## src/rtl/lwsram_pkg.sv

```systemverilog
package lwsram_pkg;

  typedef enum logic [1:0] {
    MODE_ACT   = 2'd0,
    MODE_ENTER = 2'd1,
    MODE_SLEEP = 2'd2,
    MODE_WAKE  = 2'd3
  } lw_mode_e;

endpackage

```

## src/rtl/lwsram_rst_sync.sv

```systemverilog
module lwsram_rst_sync (
  input  logic clk_i,
  input  logic rst_ni,
  output logic rst_sync_no
);

  logic [1:0] sync_q;

  always_ff @(posedge clk_i or negedge rst_ni) begin
    if (!rst_ni) begin
      sync_q <= 2'b00;
    end else begin
      sync_q <= {sync_q[0], 1'b1};
    end
  end

  assign rst_sync_no = sync_q[1];

endmodule

```

## src/rtl/lwsram_sleep.sv

```systemverilog
module lwsram_sleep
  import lwsram_pkg::*;
#(
  parameter int ENTRY_CYC = 2,
  parameter int WAKE_CYC  = 2
) (
  input  logic     clk_i,
  input  logic     rst_ni,
  input  logic     zz_i,
  output lw_mode_e mode_o,
  output logic     pwrdn_o
);

  localparam int MAX_CYC = (ENTRY_CYC > WAKE_CYC) ? ENTRY_CYC : WAKE_CYC;
  localparam int CNT_W   = (MAX_CYC < 2) ? 1 : $clog2(MAX_CYC + 1);
  localparam logic [CNT_W-1:0] ENT_LAST  = CNT_W'(ENTRY_CYC - 1);
  localparam logic [CNT_W-1:0] WAKE_LAST = CNT_W'(WAKE_CYC - 1);

  lw_mode_e         mode_q, mode_d;
  logic [CNT_W-1:0] cnt_q, cnt_d;

  // next-state logic
  always_comb begin
    mode_d = mode_q;
    cnt_d  = cnt_q;
    unique case (mode_q)
      MODE_ACT, MODE_WAKE: begin
        if (zz_i) begin
          if (ENTRY_CYC <= 1) begin
            mode_d = MODE_SLEEP;
          end else begin
            mode_d = MODE_ENTER;
            cnt_d  = CNT_W'(1);
          end
        end else if (mode_q == MODE_WAKE) begin
          if (cnt_q >= WAKE_LAST) begin
            mode_d = MODE_ACT;
          end else begin
            cnt_d = cnt_q + CNT_W'(1);
          end
        end
      end
      MODE_ENTER, MODE_SLEEP: begin
        if (zz_i) begin
          if (mode_q == MODE_ENTER) begin
            if (cnt_q >= ENT_LAST) begin
              mode_d = MODE_SLEEP;
            end else begin
              cnt_d = cnt_q + CNT_W'(1);
            end
          end
        end else begin
          if (WAKE_CYC <= 1) begin
            mode_d = MODE_ACT;
          end else begin
            mode_d = MODE_WAKE;
            cnt_d  = CNT_W'(1);
          end
        end
      end
      default: mode_d = MODE_ACT;
    endcase
  end

  // state registers
  always_ff @(posedge clk_i or negedge rst_ni) begin
    if (!rst_ni) begin
      mode_q <= MODE_ACT;
      cnt_q  <= '0;
    end else begin
      mode_q <= mode_d;
      cnt_q  <= cnt_d;
    end
  end

  assign mode_o  = mode_q;
  assign pwrdn_o = (mode_q == MODE_SLEEP);

  generate
    if (ENTRY_CYC == 2) begin : g_chk_entry
      AST_ENTRY_DELAY: assert property (@(posedge clk_i) disable iff (!rst_ni)
        $rose(pwrdn_o) |-> ($past(zz_i) && $past(zz_i, 2)));
    end
    if (WAKE_CYC == 2) begin : g_chk_wake
      AST_WAKE_DELAY: assert property (@(posedge clk_i) disable iff (!rst_ni)
        ((mode_q == MODE_ACT) && ($past(mode_q) != MODE_ACT))
          |-> (!$past(zz_i) && !$past(zz_i, 2)));
    end
  endgenerate

endmodule

```

## src/rtl/lwsram_decode.sv

```systemverilog
module lwsram_decode
  import lwsram_pkg::*;
#(
  parameter int LANES = 4
) (
  input  logic             ce_n_i,
  input  logic             we_n_i,
  input  logic [LANES-1:0] bw_n_i,
  input  logic             zz_i,
  input  lw_mode_e         mode_i,
  output logic             rd_go_o,
  output logic             wr_go_o,
  output logic [LANES-1:0] be_o,
  output logic             drop_o
);

  logic open_w;
  logic sel_w;

  assign open_w  = !zz_i && (mode_i == MODE_ACT);
  assign sel_w   = !ce_n_i;
  assign rd_go_o = open_w && sel_w && we_n_i;
  assign wr_go_o = open_w && sel_w && !we_n_i;
  assign drop_o  = sel_w && !zz_i && (mode_i != MODE_ACT);

  generate
    for (genvar l = 0; l < LANES; l++) begin : g_be
      assign be_o[l] = !bw_n_i[l];
    end
  endgenerate

endmodule

```

## src/rtl/lwsram_array.sv

```systemverilog
module lwsram_array #(
  parameter int ADDR_W = 4,
  parameter int LANES  = 4,
  parameter int LANE_W = 8
) (
  input  logic                    clk_i,
  input  logic                    wr_en_i,
  input  logic [ADDR_W-1:0]       wr_addr_i,
  input  logic [LANES-1:0]        wr_be_i,
  input  logic [LANES*LANE_W-1:0] wr_data_i,
  input  logic [ADDR_W-1:0]       rd_addr_i,
  output logic [LANES*LANE_W-1:0] rd_data_o
);

  localparam int DEPTH = 1 << ADDR_W;

  generate
    for (genvar l = 0; l < LANES; l++) begin : g_lane
      logic [LANE_W-1:0] mem_q [DEPTH];

      always_ff @(posedge clk_i) begin
        if (wr_en_i && wr_be_i[l]) begin
          mem_q[wr_addr_i] <= wr_data_i[l*LANE_W +: LANE_W];
        end
      end

      assign rd_data_o[l*LANE_W +: LANE_W] = mem_q[rd_addr_i];
    end
  endgenerate

endmodule

```

## src/rtl/lwsram_top.sv

```systemverilog
module lwsram_top
  import lwsram_pkg::*;
#(
  parameter int ADDR_W    = 4,
  parameter int LANES     = 4,
  parameter int LANE_W    = 8,
  parameter int ENTRY_CYC = 2,
  parameter int WAKE_CYC  = 2
) (
  input  logic                    clk_i,
  input  logic                    rst_ni,
  input  logic                    ce_n_i,
  input  logic                    we_n_i,
  input  logic [LANES-1:0]        bw_n_i,
  input  logic [ADDR_W-1:0]       addr_i,
  input  logic                    zz_i,
  input  logic                    oe_n_i,
  input  logic [LANES*LANE_W-1:0] dq_i,
  output logic [LANES*LANE_W-1:0] dq_o,
  output logic                    dq_oe_o,
  output logic                    err_o,
  output logic                    pwrdn_o
);

  localparam int DATA_W = LANES * LANE_W;

  logic              rst_s_n;
  lw_mode_e          mode_w;
  logic              rd_go, wr_go, drop_w;
  logic [LANES-1:0]  be_w;
  logic [DATA_W-1:0] arr_rd;

  // control pipeline
  logic s1_rd_q, s1_rd_d;
  logic s1_wr_q, s1_wr_d;
  logic rdv_q,   rdv_d;
  logic err_q,   err_d;

  // data pipeline (no reset, clock-enabled)
  logic [ADDR_W-1:0] s1_addr_q;
  logic [LANES-1:0]  s1_be_q;
  logic [DATA_W-1:0] rd_data_q;

  lwsram_rst_sync u_rst_sync (
    .clk_i      (clk_i),
    .rst_ni     (rst_ni),
    .rst_sync_no(rst_s_n)
  );

  lwsram_sleep #(
    .ENTRY_CYC(ENTRY_CYC),
    .WAKE_CYC (WAKE_CYC)
  ) u_sleep (
    .clk_i  (clk_i),
    .rst_ni (rst_s_n),
    .zz_i   (zz_i),
    .mode_o (mode_w),
    .pwrdn_o(pwrdn_o)
  );

  lwsram_decode #(
    .LANES(LANES)
  ) u_decode (
    .ce_n_i (ce_n_i),
    .we_n_i (we_n_i),
    .bw_n_i (bw_n_i),
    .zz_i   (zz_i),
    .mode_i (mode_w),
    .rd_go_o(rd_go),
    .wr_go_o(wr_go),
    .be_o   (be_w),
    .drop_o (drop_w)
  );

  lwsram_array #(
    .ADDR_W(ADDR_W),
    .LANES (LANES),
    .LANE_W(LANE_W)
  ) u_array (
    .clk_i    (clk_i),
    .wr_en_i  (s1_wr_q),
    .wr_addr_i(s1_addr_q),
    .wr_be_i  (s1_be_q),
    .wr_data_i(dq_i),
    .rd_addr_i(s1_addr_q),
    .rd_data_o(arr_rd)
  );

  always_comb begin
    s1_rd_d = rd_go;
    s1_wr_d = wr_go;
    rdv_d   = s1_rd_q;
    err_d   = drop_w;
  end

  always_ff @(posedge clk_i or negedge rst_s_n) begin
    if (!rst_s_n) begin
      s1_rd_q <= 1'b0;
      s1_wr_q <= 1'b0;
      rdv_q   <= 1'b0;
      err_q   <= 1'b0;
    end else begin
      s1_rd_q <= s1_rd_d;
      s1_wr_q <= s1_wr_d;
      rdv_q   <= rdv_d;
      err_q   <= err_d;
    end
  end

  always_ff @(posedge clk_i) begin
    if (rd_go || wr_go) begin
      s1_addr_q <= addr_i;
      s1_be_q   <= be_w;
    end
    if (s1_rd_q) begin
      rd_data_q <= arr_rd;
    end
  end

  assign dq_oe_o = rdv_q && !oe_n_i;
  assign dq_o    = dq_oe_o ? rd_data_q : '0;
  assign err_o   = err_q;

  AST_DRIVE_NEEDS_READ: assert property (@(posedge clk_i) disable iff (!rst_s_n)
    dq_oe_o |-> $past(rd_go, 2));
  AST_QUIET_WHEN_ASLEEP: assert property (@(posedge clk_i) disable iff (!rst_s_n)
    (zz_i || (mode_w != MODE_ACT)) |-> !(rd_go || wr_go));
  AST_ERR_ONLY_WAKE: assert property (@(posedge clk_i) disable iff (!rst_s_n)
    err_o |-> ($past(mode_w) != MODE_ACT));
  AST_NO_DRIVE_OE_HIGH: assert property (@(posedge clk_i) disable iff (!rst_s_n)
    oe_n_i |-> (dq_o == '0));

endmodule

```

## config.mk

```make
export PLATFORM = sky130hd
export DESIGN_NAME = lwsram_top
export DESIGN_NICKNAME = d
export VERILOG_FILES = /design/src/rtl/lwsram_pkg.sv /design/src/rtl/lwsram_rst_sync.sv /design/src/rtl/lwsram_sleep.sv /design/src/rtl/lwsram_decode.sv /design/src/rtl/lwsram_array.sv /design/src/rtl/lwsram_top.sv
export SDC_FILE = /design/constraint.sdc
export NUM_CORES = 1
export LEC_CHECK = 0
export BUFFER_PORTS_ARGS = -buffer_cell sky130_fd_sc_hd__clkbuf_2
export CORE_UTILIZATION = 55
export DETAILED_ROUTE_END_ITERATION = 6
export GPL_TIMING_DRIVEN = 0
export PLACE_DENSITY = 0.75
export SYNTH_ARGS = -nofsm -noshare
export SYNTH_HDL_FRONTEND = slang
export SYNTH_SLANG_ARGS = --single-unit
```

## constraint.sdc

```tcl
create_clock -name clk_i -period 2.6 [get_ports clk_i]
set_input_delay 0.39 -clock clk_i [delete_from_list [all_inputs] [get_ports clk_i]]
set_output_delay 0.39 -clock clk_i [all_outputs]
set_load 0.01 [all_outputs]
```

* Yosys cells after proc, flatten, opt, wreduce, memory -nomap -nowiden
Memories as Yosys holds them, arrays and structs flattened. A register that Yosys moved wholly into a read port is not among the register bits.
Cells that the tools add are included.
** Cells by class
- Equality and inequality tests :: 7
- $add $sub $neg :: 1
- Magnitude comparators :: 1
- Muxes and demuxes :: 22
- Reductions and logical operators :: 26
** Operators by type and width (number)
- two-way mux 32 bit :: 1
- two-way mux 2 bit :: 11
- inequality test 3 x 2 -> 1 bit, second input constant :: 4
- logical AND 1 bit :: 11
- logical NOT 1 bit :: 8
- two-way mux 1 bit :: 8
- one-hot mux 2 bit (2 select lines) :: 2
- equality test 2 bit, second input constant :: 2
- AND reduction 4 bit :: 1
- OR reduction 2 bit :: 2
- adder 2 x 1 -> 2 bit, second input constant :: 1
- equality test 2 x 1 -> 1 bit, second input constant :: 1
- greater-or-equal comparator 2 x 1 -> 1 bit, second input constant :: 1
- logical NOT 2 bit :: 1
- AND reduction 2 bit :: 1
- nonzero test 2 bit :: 1
- logical OR 1 bit :: 1
** Storage, ports and cells
- Bits of input ports :: 46
- Output and inout bits :: 35
- Word-level logic and storage cells :: 70
- Memories kept :: 4
- RAM bits :: 512
- Register bits after elaboration :: 18
** Memories
- u_array.g_lane[0].mem_q :: words 16, bits a word 8, read ports 1, clocked after Yosys merged registers in 1, wr ports 1, RTL line lwsram_array.sv:19 : logic [LANE_W-1:0] mem_q [DEPTH];
- u_array.g_lane[1].mem_q :: words 16, bits a word 8, read ports 1, clocked after Yosys merged registers in 1, wr ports 1, RTL line lwsram_array.sv:19
- u_array.g_lane[2].mem_q :: words 16, bits a word 8, read ports 1, clocked after Yosys merged registers in 1, wr ports 1, RTL line lwsram_array.sv:19
- u_array.g_lane[3].mem_q :: words 16, bits a word 8, read ports 1, clocked after Yosys merged registers in 1, wr ports 1, RTL line lwsram_array.sv:19

* Longest topological paths before layout
Gate-level depths: netlist (run 1).
- Word-level depth :: 5
- Mapped depth :: 7
- Gate-level depth less buffers :: 7

* Modules after synthesis
From an unflattened synthesis (run 1), not the netlist that was laid out.
** Second synthesis, totals
- Cell total of the unflattened synthesis :: 1005
- Area total of the unflattened synthesis :: 21489.4 um2
** Modules (own cells, without submodules)
- lwsram_array :: area each 19458.7 um2, cells an instance 877, instances 1, seq. area each 15374.7 um2
- lwsram_top :: area each 1624.1 um2, cells an instance 84, instances 1, seq. area each 1301.2 um2
- lwsram_sleep :: area each 304.0 um2, cells an instance 32, instances 1, seq. area each 100.1 um2
- lwsram_rst_sync :: area each 53.8 um2, cells an instance 3, instances 1, seq. area each 50.0 um2
- lwsram_decode :: area each 48.8 um2, cells an instance 9, instances 1, seq. area each 0.0 um2

* Worst setup path before layout (run 1)
OpenSTA, ideal clock, no wires.
- Path type :: reg-to-reg
- Start point :: register s1_addr_q[1]
- End point :: memory u_array.g_lane[0].mem_q[9][0] (enable)
- Path buffers :: 3
- Clock period less this slack :: 1.942 ns
- Data required time :: 2.230 ns
- Setup slack :: 0.658 ns
- Library setup time :: 0.370 ns
- Arrival time :: 1.572 ns
- Stages on the path, launching flop included :: 7
- Cells stage by stage :: edfxtp_1 buf_2 buf_4 buf_2 nor2_1 nand3_1 nor2_1
** RTL lines
- start: declaration :: RTL line lwsram_top.sv:40 : logic [ADDR_W-1:0] s1_addr_q;
- start signal: assignment :: RTL line lwsram_top.sv:112 : s1_addr_q <= addr_i;
- end: declaration :: RTL line lwsram_array.sv:19
No word-level cell before the write port.

* Worst setup path after layout (run 1)
- Start point :: register s1_addr_q[1]
- End point :: memory u_array.g_lane[3].mem_q[11][2] (enable)
** RTL lines (RTL line)
- end: declaration :: lwsram_array.sv:19
No word-level cell before the write port.

==> impl_metrics.xml, run 1 <==
<?xml version="1.0" encoding="UTF-8"?>
<metrics>
  <group name="synthesis">
    <metric name="synthMostInstantiatedCell" unit="">sky130_fd_sc_hd__edfxtp_1</metric>
    <metric name="synth_top_family_by_area" unit="">multiplexers</metric>
    <metric name="synthXorXnorAreaFrac" unit="">0.000409</metric>
    <metric name="number_of_cells_produced_by_synthesis" unit="">1005</metric>
    <metric name="leading_area_contributor_after_synthesis" unit="">sky130_fd_sc_hd__edfxtp_1</metric>
    <metric name="synth_seq_cells" unit="">562</metric>
    <metric name="synth_top_area_frac" unit="">0.774</metric>
    <metric name="ys_warn_count" unit="">0</metric>
    <metric name="syn-mean-instance-area" unit="um2">21.3</metric>
    <metric name="netlist-cell-type-count" unit="">27</metric>
    <metric name="post_synth_main_area_contributors" unit="">sky130_fd_sc_hd__edfxtp_1, sky130_fd_sc_hd__mux4_2, sky130_fd_sc_hd__a22oi_1</metric>
    <metric name="synthArstFlopShare" unit="">0.0178</metric>
    <metric name="postSynthNetCount" unit="">1058</metric>
    <metric name="synth-compound-area-share" unit="">0.0247</metric>
    <metric name="synth.mux.area_fraction" unit="">0.135</metric>
    <metric name="syn-cell-area" unit="um2">21400</metric>
    <metric name="synthAdderAreaFrac" unit="">0.00409</metric>
    <metric name="synth-main-ff-cell" unit="">sky130_fd_sc_hd__edfxtp_1</metric>
    <metric name="synth_edf_count" unit="">552</metric>
    <metric name="synth_common_cells" unit="">sky130_fd_sc_hd__edfxtp_1, sky130_fd_sc_hd__mux4_2, sky130_fd_sc_hd__nor2_1</metric>
    <metric name="yosys.area_share.simple" unit="">0.0361</metric>
    <metric name="yosysSeqAreaShare" unit="">0.785</metric>
  </group>
  <group name="routing">
    <metric name="drc" unit="">35</metric>
    <metric name="routed_wire_length_per_instance" unit="um">27.3</metric>
    <metric name="ant_nets" unit="">0</metric>
    <metric name="first_pass_iters" unit="">7</metric>
    <metric name="route.final.wire_length" unit="mm">46.3</metric>
    <metric name="initialDrtViolationCount" unit="">1130</metric>
    <metric name="routed_via_count" unit="">10487</metric>
    <metric name="drt-vias-per-instance" unit="">6.19</metric>
  </group>
  <group name="place">
    <metric name="final_replace_weighted_congestion" unit="">0.824</metric>
    <metric name="dp_hpwl" unit="mm">29.5</metric>
    <metric name="place.port_buffers" unit="">80</metric>
  </group>
  <group name="cells_and_area">
    <metric name="fillerInstances" unit="">2561</metric>
    <metric name="layout-drive-gt1-share" unit="">0.299</metric>
    <metric name="sequential_cell_area" unit="um2">16800</metric>
    <metric name="n_antenna_cell" unit="">0</metric>
    <metric name="final_core_util" unit="">0.637</metric>
    <metric name="layout_overhead_on_the_synthesized_area" unit="%">13.0</metric>
    <metric name="fin_nets" unit="">1199</metric>
    <metric name="multi_input_comb_area" unit="um2">4420</metric>
  </group>
  <group name="setup_path">
    <metric name="cp_common_cell" unit="">sky130_fd_sc_hd__buf_2</metric>
    <metric name="worstPathMaxFanout" unit="">10</metric>
    <metric name="setup.worst_path.class" unit="">reg2reg</metric>
    <metric name="cp.arrival" unit="ps">2870</metric>
    <metric name="cpPeakStageDelay" unit="ps">580</metric>
    <metric name="timing.critical_path.slowest_stage_cell" unit="">sky130_fd_sc_hd__nor2_2</metric>
    <metric name="critPathCaptureType" unit="">flip-flop</metric>
    <metric name="worst_ep_required_time" unit="ps">2810</metric>
    <metric name="critical_path.n_buffers_inverters" unit="">2</metric>
    <metric name="worst_path_dominant_cell_family" unit="">simple AND/OR/NAND/NOR gates</metric>
    <metric name="critPathLaunchType" unit="">flip-flop</metric>
    <metric name="cells_along_the_critical_path" unit="">buf_2 &gt; buf_2 &gt; nor2b_1 &gt; nand3_1 &gt; nor2_2</metric>
  </group>
  <group name="global_routing">
    <metric name="grt_first_pass_wirelength" unit="mm">68.0</metric>
    <metric name="grt_pass1_vias" unit="">10715</metric>
    <metric name="antenna_found_initial" unit="">2</metric>
    <metric name="grt_max_degree" unit="">32</metric>
    <metric name="grt.overflow.total" unit="">0</metric>
    <metric name="grt.total_usage" unit="">0.244</metric>
  </group>
  <group name="job">
    <metric name="cap_violations" unit="">0</metric>
  </group>
  <group name="outcome">
    <metric name="failed_checks" unit="">DRC, setup timing</metric>
    <metric name="run_status" unit="">finished with violations</metric>
  </group>
  <group name="clock_network">
    <metric name="tritoncts" unit="">yes</metric>
    <metric name="tritoncts.num_buffers" unit="">53</metric>
    <metric name="cts_buffer_depth" unit="">3</metric>
    <metric name="clk_transition_reported_paths" unit="ps">60</metric>
    <metric name="cts.htree.levels" unit="">2</metric>
    <metric name="clock-root-buffer" unit="">sky130_fd_sc_hd__clkbuf_16</metric>
    <metric name="cts_num_sinks" unit="">562</metric>
    <metric name="insertion_delay" unit="ps">580</metric>
  </group>
  <group name="pwr">
    <metric name="power-per-cell-area" unit="nW/um2">763</metric>
    <metric name="leakage" unit="nW">7.76</metric>
    <metric name="irDropWorstVdd" unit="mV">0.563</metric>
  </group>
  <group name="timing">
    <metric name="slew_headroom" unit="">0.334</metric>
    <metric name="rsz0062_at_grt" unit="">yes</metric>
    <metric name="worst_slew_pin_slew" unit="ps">999</metric>
    <metric name="final.setup.tns" unit="ps">-1470</metric>
    <metric name="final_setup_violations" unit="">67</metric>
    <metric name="clock.fmax" unit="MHz">376</metric>
    <metric name="fin_worst_skew" unit="ps">14.6</metric>
    <metric name="finalCriticalPeriod" unit="ps">2660</metric>
    <metric name="timing.final.crit_share" unit="">1.02</metric>
    <metric name="final.setup.worst_slack" unit="ps">-57.2</metric>
    <metric name="fin_hold_ws" unit="ps">22.3</metric>
    <metric name="report.final.slew_viol_count" unit="">0</metric>
    <metric name="report.final.hold_viol_count" unit="">0</metric>
  </group>
  <group name="floorplan">
    <metric name="fp.dieW" unit="um">199</metric>
    <metric name="die_area" unit="um2">39700</metric>
    <metric name="placeableCoreArea" unit="um2">38000</metric>
    <metric name="initial_utilization" unit="">0.563</metric>
    <metric name="top_level_ports" unit="">81</metric>
    <metric name="floorplan.die.height" unit="um">199</metric>
    <metric name="rows" unit="">71</metric>
  </group>
  <group name="hold_path">
    <metric name="min-delay-path-class" unit="">in2reg</metric>
  </group>
</metrics>
layout by cell type (no fill, tap or decap), drive strengths merged, types with 3 or more instances in the layout:
cell	instances
buf	23
mux4	128
ha	7
and2	34
dfrtp	10
edfxtp	552
nand2	46
a22oi	65
nor2b	8
dlygate4sd3	5
nor2	69
nand3	7
nand2b	3
o21ai	3
clkinv	17
inv	8
clkbuf	184
flip-flops by register name (all words and copies together), names as in the netlist:
register	flops
err_o	1
rd_data_q	32
rdv_d	1
rdv_q	1
s1_addr_q	4
s1_be_q	4
s1_wr_q	1
u_array.g_lane.mem_q	512
u_rst_sync.sync_q	2
u_sleep.cnt_q	2
u_sleep.mode_o	2
worst reg2reg max path: cells and delay by family, from the launching register on:
kind / cells / cell delay (ps)
flip-flops: 1 / 310
AND/OR/NAND/NOR: 3 / 1390
buffers and inverters: 2 / 580
metrics by stage:
stage	power, mW	instance area [um2]	cells	worst slack, ps
6_report	18.5	24200	1693	-57.2
3_5_place_dp	11.6	22500	1597	-145
5_1_grt	19.0	24200	1693	-145
3_3_place_gp	11.6	22500	1596	-61.8
4_1_cts	18.5	24100	1693	-141
2_1_floorplan	11.1	21400	1005	658
timing repair:
action | 4_1_cts | 5_1_grt
hold endpoints to repair | 6 | 0
buffers inserted | 0 | 0
setup endpoints to repair | 173 | 281
gates resized for setup | 23 | 28
hold buffers | 5 | 0
layer usage:
layer | routed length (um) | global-route usage | vias to the layer above
li1 | - | - | 4408
met1 | 17300 | 0.326 | 5374
met2 | 22600 | 0.385 | 577
met3 | 4490 | 0.0574 | 128
met4 | 1910 | 0.114 | 0
met5 | 0 | 0.00639 | -
logic make-up (layout without fill, tap and decap cells):
group / after synthesis / in the layout
flops: 562 / 562
simple gates: 171 / 171
mux: 129 / 129
compound gates: 72 / 72
buf+inv: 62 / 239
fa+ha+maj: 7 / 7
other cells: 1 / 1
xor+xnor: 1 / 1
layout make-up:
type | count | area share
Sequential cell | 562 | 0.695
Multi-Input combinational cell | 381 | 0.183
Clock buffer | 72 | 0.0594
Tap cell | 511 | 0.0264
Timing Repair Buffer | 86 | 0.0194
Buffer | 54 | 0.0114
Clock inverter | 19 | 0.00434
Inverter | 8 | 0.00124
power breakdown:
part           internal [mW]  switching (mW)
combinational          0.529           0.843
clock                   3.85            3.15
sequential              10.1          0.0403
final timing paths:
kind / start / to / cells past startpoint / slack [ps]
min in group asynchronous: rst_ni / u_rst_sync.sync_q[0]$_DFF_PN0_ / 2 / 140
max reg2reg: s1_addr_q[1]$_DFFE_PP_ / u_array.g_lane[3].mem_q[11][2]$_DFFE_PP_ / 5 / -60
max in group asynchronous: u_rst_sync.sync_q[1]$_DFF_PN0_ / rdv_d$_DFF_PN0_ / 0 / 2140
min: addr_i[1] / s1_addr_q[1]$_DFFE_PP_ / 1 / 20
max: s1_addr_q[1]$_DFFE_PP_ / u_array.g_lane[3].mem_q[11][2]$_DFFE_PP_ / 5 / -60
min reg2reg: u_rst_sync.sync_q[1]$_DFF_PN0_ / s1_wr_q$_DFF_PN0_ / 0 / 150
(Power assumes the default switching activity.)
==> run 2, diff against run 1 <==
CORE_UTILIZATION = 50   (was 55)
PLACE_DENSITY = 0.7   (was 0.75)
==> impl_metrics.xml, run 2 (synthesis gave the netlist of run 1 again) <==
<?xml version="1.0" encoding="UTF-8"?>
<metrics>
  <group name="routing">
    <metric name="first_pass_iters" unit="">7</metric>
    <metric name="drc" unit="">0</metric>
    <metric name="met1_length" unit="mm">18.5</metric>
    <metric name="dr_wl_met2" unit="mm">22.7</metric>
    <metric name="routed_via_count" unit="">10355</metric>
    <metric name="initialDrtViolationCount" unit="">1184</metric>
    <metric name="ant_nets" unit="">0</metric>
    <metric name="detailroute.wirelength.met3" unit="mm">3.60</metric>
    <metric name="routed_wire_length_per_instance" unit="um">26.4</metric>
    <metric name="routed.top_layer" unit="">met4</metric>
    <metric name="route.final.wire_length" unit="mm">46.0</metric>
    <metric name="drt-vias-per-instance" unit="">5.95</metric>
  </group>
  <group name="outcome">
    <metric name="failed_checks" unit="">setup timing</metric>
    <metric name="run_status" unit="">finished with violations</metric>
  </group>
  <group name="place">
    <metric name="detailedPlace.worstSlack" unit="ps">-152</metric>
    <metric name="placed_cells" unit="">1625</metric>
    <metric name="place.port_buffers" unit="">80</metric>
    <metric name="final_replace_weighted_congestion" unit="">0.811</metric>
    <metric name="dp_hpwl" unit="mm">29.3</metric>
  </group>
  <group name="setup_path">
    <metric name="reg2reg_slack" unit="ps">-160</metric>
    <metric name="cells_along_the_critical_path" unit="">buf_2 &gt; buf_2 &gt; nor2b_1 &gt; nand2_1 &gt; nor2_1</metric>
    <metric name="timing.critical_path.slowest_stage_cell" unit="">sky130_fd_sc_hd__nor2_1</metric>
    <metric name="cp.arrival" unit="ps">2990</metric>
    <metric name="critPathCaptureType" unit="">flip-flop</metric>
    <metric name="setup.worst_path.class" unit="">reg2reg</metric>
    <metric name="worst_r2r_path_cells" unit="">5</metric>
    <metric name="timing.rr.end" unit="">u_array.g_lane[0].mem_q[10][0]$_DFFE_PP_</metric>
    <metric name="cpPeakStageDelay" unit="ps">670</metric>
    <metric name="worst_ep_required_time" unit="ps">2820</metric>
    <metric name="worstPathMaxFanout" unit="">10</metric>
    <metric name="cp_common_cell" unit="">sky130_fd_sc_hd__buf_2</metric>
    <metric name="critPathLaunchType" unit="">flip-flop</metric>
    <metric name="startpoint" unit="">s1_addr_q[1]$_DFFE_PP_</metric>
    <metric name="worst_r2r_startpoint" unit="">s1_addr_q[1]$_DFFE_PP_</metric>
  </group>
  <group name="pwr">
    <metric name="comb_power_share" unit="">0.072</metric>
    <metric name="power_switching" unit="mW">4.12</metric>
    <metric name="power-per-cell-area" unit="nW/um2">778</metric>
    <metric name="irDropWorstVdd" unit="mV">0.609</metric>
    <metric name="power.sequential.fraction" unit="">0.528</metric>
    <metric name="pwr-share-clk" unit="">0.401</metric>
    <metric name="cellInternalPower" unit="mW">15.0</metric>
    <metric name="power.share.switching" unit="">0.215</metric>
    <metric name="leakage" unit="nW">7.89</metric>
  </group>
  <group name="hold_path">
    <metric name="min_path_cells" unit="">2</metric>
    <metric name="worst_hold_path.endpoint" unit="">err_o$_DFF_PN0_</metric>
    <metric name="hold_path_startpoint" unit="">zz_i</metric>
    <metric name="min-delay-path-class" unit="">in2reg</metric>
  </group>
  <group name="cells_and_area">
    <metric name="post_layout_nonfiller_instances" unit="">1741</metric>
    <metric name="sequential_cell_area" unit="um2">16800</metric>
    <metric name="fin_nets" unit="">1210</metric>
    <metric name="final_core_util" unit="">0.584</metric>
    <metric name="multi_input_comb_area" unit="um2">4490</metric>
    <metric name="layout_overhead_on_the_synthesized_area" unit="%">14.9</metric>
    <metric name="final_common_cell" unit="">sky130_fd_sc_hd__edfxtp_1</metric>
    <metric name="regMostFlops" unit="">u_array.g_lane.mem_q</metric>
    <metric name="layout-drive-gt1-share" unit="">0.303</metric>
    <metric name="n_antenna_cell" unit="">0</metric>
    <metric name="largestRegisters" unit="">u_array.g_lane.mem_q x512, rd_data_q x32</metric>
    <metric name="fillerInstances" unit="">3042</metric>
    <metric name="flip_flop_count_of_the_largest_register_after_layout" unit="">512</metric>
    <metric name="most-common-layout-cells" unit="">sky130_fd_sc_hd__edfxtp_1, sky130_fd_sc_hd__mux4_2, sky130_fd_sc_hd__clkbuf_2</metric>
  </group>
  <group name="timing">
    <metric name="final_setup_violations" unit="">72</metric>
    <metric name="finalCriticalPeriod" unit="ps">2760</metric>
    <metric name="clock.fmax" unit="MHz">362</metric>
    <metric name="timing.final.crit_share" unit="">1.06</metric>
    <metric name="worst_slew_pin_slew" unit="ps">970</metric>
    <metric name="final.setup.worst_slack" unit="ps">-162</metric>
    <metric name="rsz0062_at_grt" unit="">yes</metric>
    <metric name="fin_worst_skew" unit="ps">20.4</metric>
    <metric name="report.final.hold_viol_count" unit="">0</metric>
    <metric name="report.final.slew_viol_count" unit="">0</metric>
    <metric name="slew_headroom" unit="">0.354</metric>
  </group>
  <group name="floorplan">
    <metric name="placeableCoreArea" unit="um2">42100</metric>
    <metric name="die_area" unit="um2">43700</metric>
    <metric name="fp.dieW" unit="um">209</metric>
    <metric name="initial_utilization" unit="">0.508</metric>
    <metric name="floorplan.die.height" unit="um">209</metric>
    <metric name="rows" unit="">75</metric>
    <metric name="top_level_ports" unit="">81</metric>
  </group>
  <group name="job">
    <metric name="cap_violations" unit="">0</metric>
  </group>
  <group name="clock_network">
    <metric name="insertion_delay" unit="ps">590</metric>
    <metric name="clock-root-buffer" unit="">sky130_fd_sc_hd__clkbuf_16</metric>
    <metric name="tritoncts.num_buffers" unit="">54</metric>
    <metric name="clk_transition_reported_paths" unit="ps">60</metric>
    <metric name="tritoncts" unit="">yes</metric>
    <metric name="cts_buffer_depth" unit="">3</metric>
    <metric name="cts.htree.levels" unit="">2</metric>
    <metric name="cts_num_sinks" unit="">562</metric>
  </group>
  <group name="global_routing">
    <metric name="grt_first_pass_wirelength" unit="mm">67.5</metric>
    <metric name="grt.overflow.total" unit="">0</metric>
    <metric name="grt_max_degree" unit="">33</metric>
    <metric name="grt.total_usage" unit="">0.215</metric>
    <metric name="antenna_found_initial" unit="">1</metric>
    <metric name="grt_pass1_vias" unit="">10642</metric>
  </group>
</metrics>
## run 2: cell types whose count changed in the layout (fill, tap and decap cells not counted), sizes merged
cell	before	now
dlygate4sd3	5	11
clkinv	17	22
buf	23	27
bufinv	0	3
clkbuf	184	185
inv	8	9
## run 2: metrics by stage
stage | setup TNS, ps | power (mW) | hold slack [ps] | area [um2]
after floorplan | 0 | 11.1 | 94.4 | 21400
after global placement | -5490 | 11.6 | 162 | 22500
after CTS | -3810 | 19.2 | 64.5 | 24400
after global routing | -8570 | 19.7 | 82.9 | 24600
final | -4020 | 19.1 | 80.1 | 24600
after detailed placement | -15480 | 11.6 | 171 | 22500
## run 2: worst max path at each step
stage,slack (ps),to
2_1_floorplan,660,u_array.g_lane[0].mem_q[9][0]$_DFFE_PP_
3_3_place_gp,-110,u_array.g_lane[2].mem_q[9][5]$_DFFE_PP_
3_5_place_dp,-150,u_array.g_lane[1].mem_q[11][6]$_DFFE_PP_
4_1_cts,-170,u_array.g_lane[2].mem_q[11][4]$_DFFE_PP_
5_1_grt,-180,u_array.g_lane[0].mem_q[8][2]$_DFFE_PP_
6_report,-160,u_array.g_lane[0].mem_q[10][0]$_DFFE_PP_
## run 2: area by class of cell
class                   instances  area share
flip-flops and latches        562       0.684
multi-input cells             381       0.182
clock buffers                  73      0.0624
well taps                     539      0.0274
repair buffers                 96      0.0232
plain buffers                  54      0.0112
clock inverters                28     0.00829
inverters                       8     0.00122
## run 2: routing by layer
metal / global-route usage / vias to the layer above
li1: - / 4431
met1: 0.290 / 5358
met2: 0.350 / 468
met3: 0.0511 / 98
met4: 0.0682 / 0
met5: 0.00445 / -
## run 2: timing repair
item	4_1_cts	5_1_grt
pin swaps	0	1
hold endpoints to repair	12	0
hold buffers	11	0
buffers inserted	0	3
gates resized for setup	33	34
setup endpoints to repair	272	272
## run 2: power by group through the flow
stage | registers (mW) | logic, mW | clock network (mW)
2_1_floorplan | 10.3 | 0.829 | 0
3_3_place_gp | 10.3 | 1.28 | 0
3_5_place_dp | 10.3 | 1.33 | 0
4_1_cts | 10.1 | 1.36 | 7.75
5_1_grt | 10.1 | 1.47 | 8.09
6_report | 10.1 | 1.37 | 7.67
## run 2: critical path, delay by kind of cell, from the launching register on
kind	cells	cell delay (ps)
simple gates	3	1440
buf+inv	2	630
flops	1	320
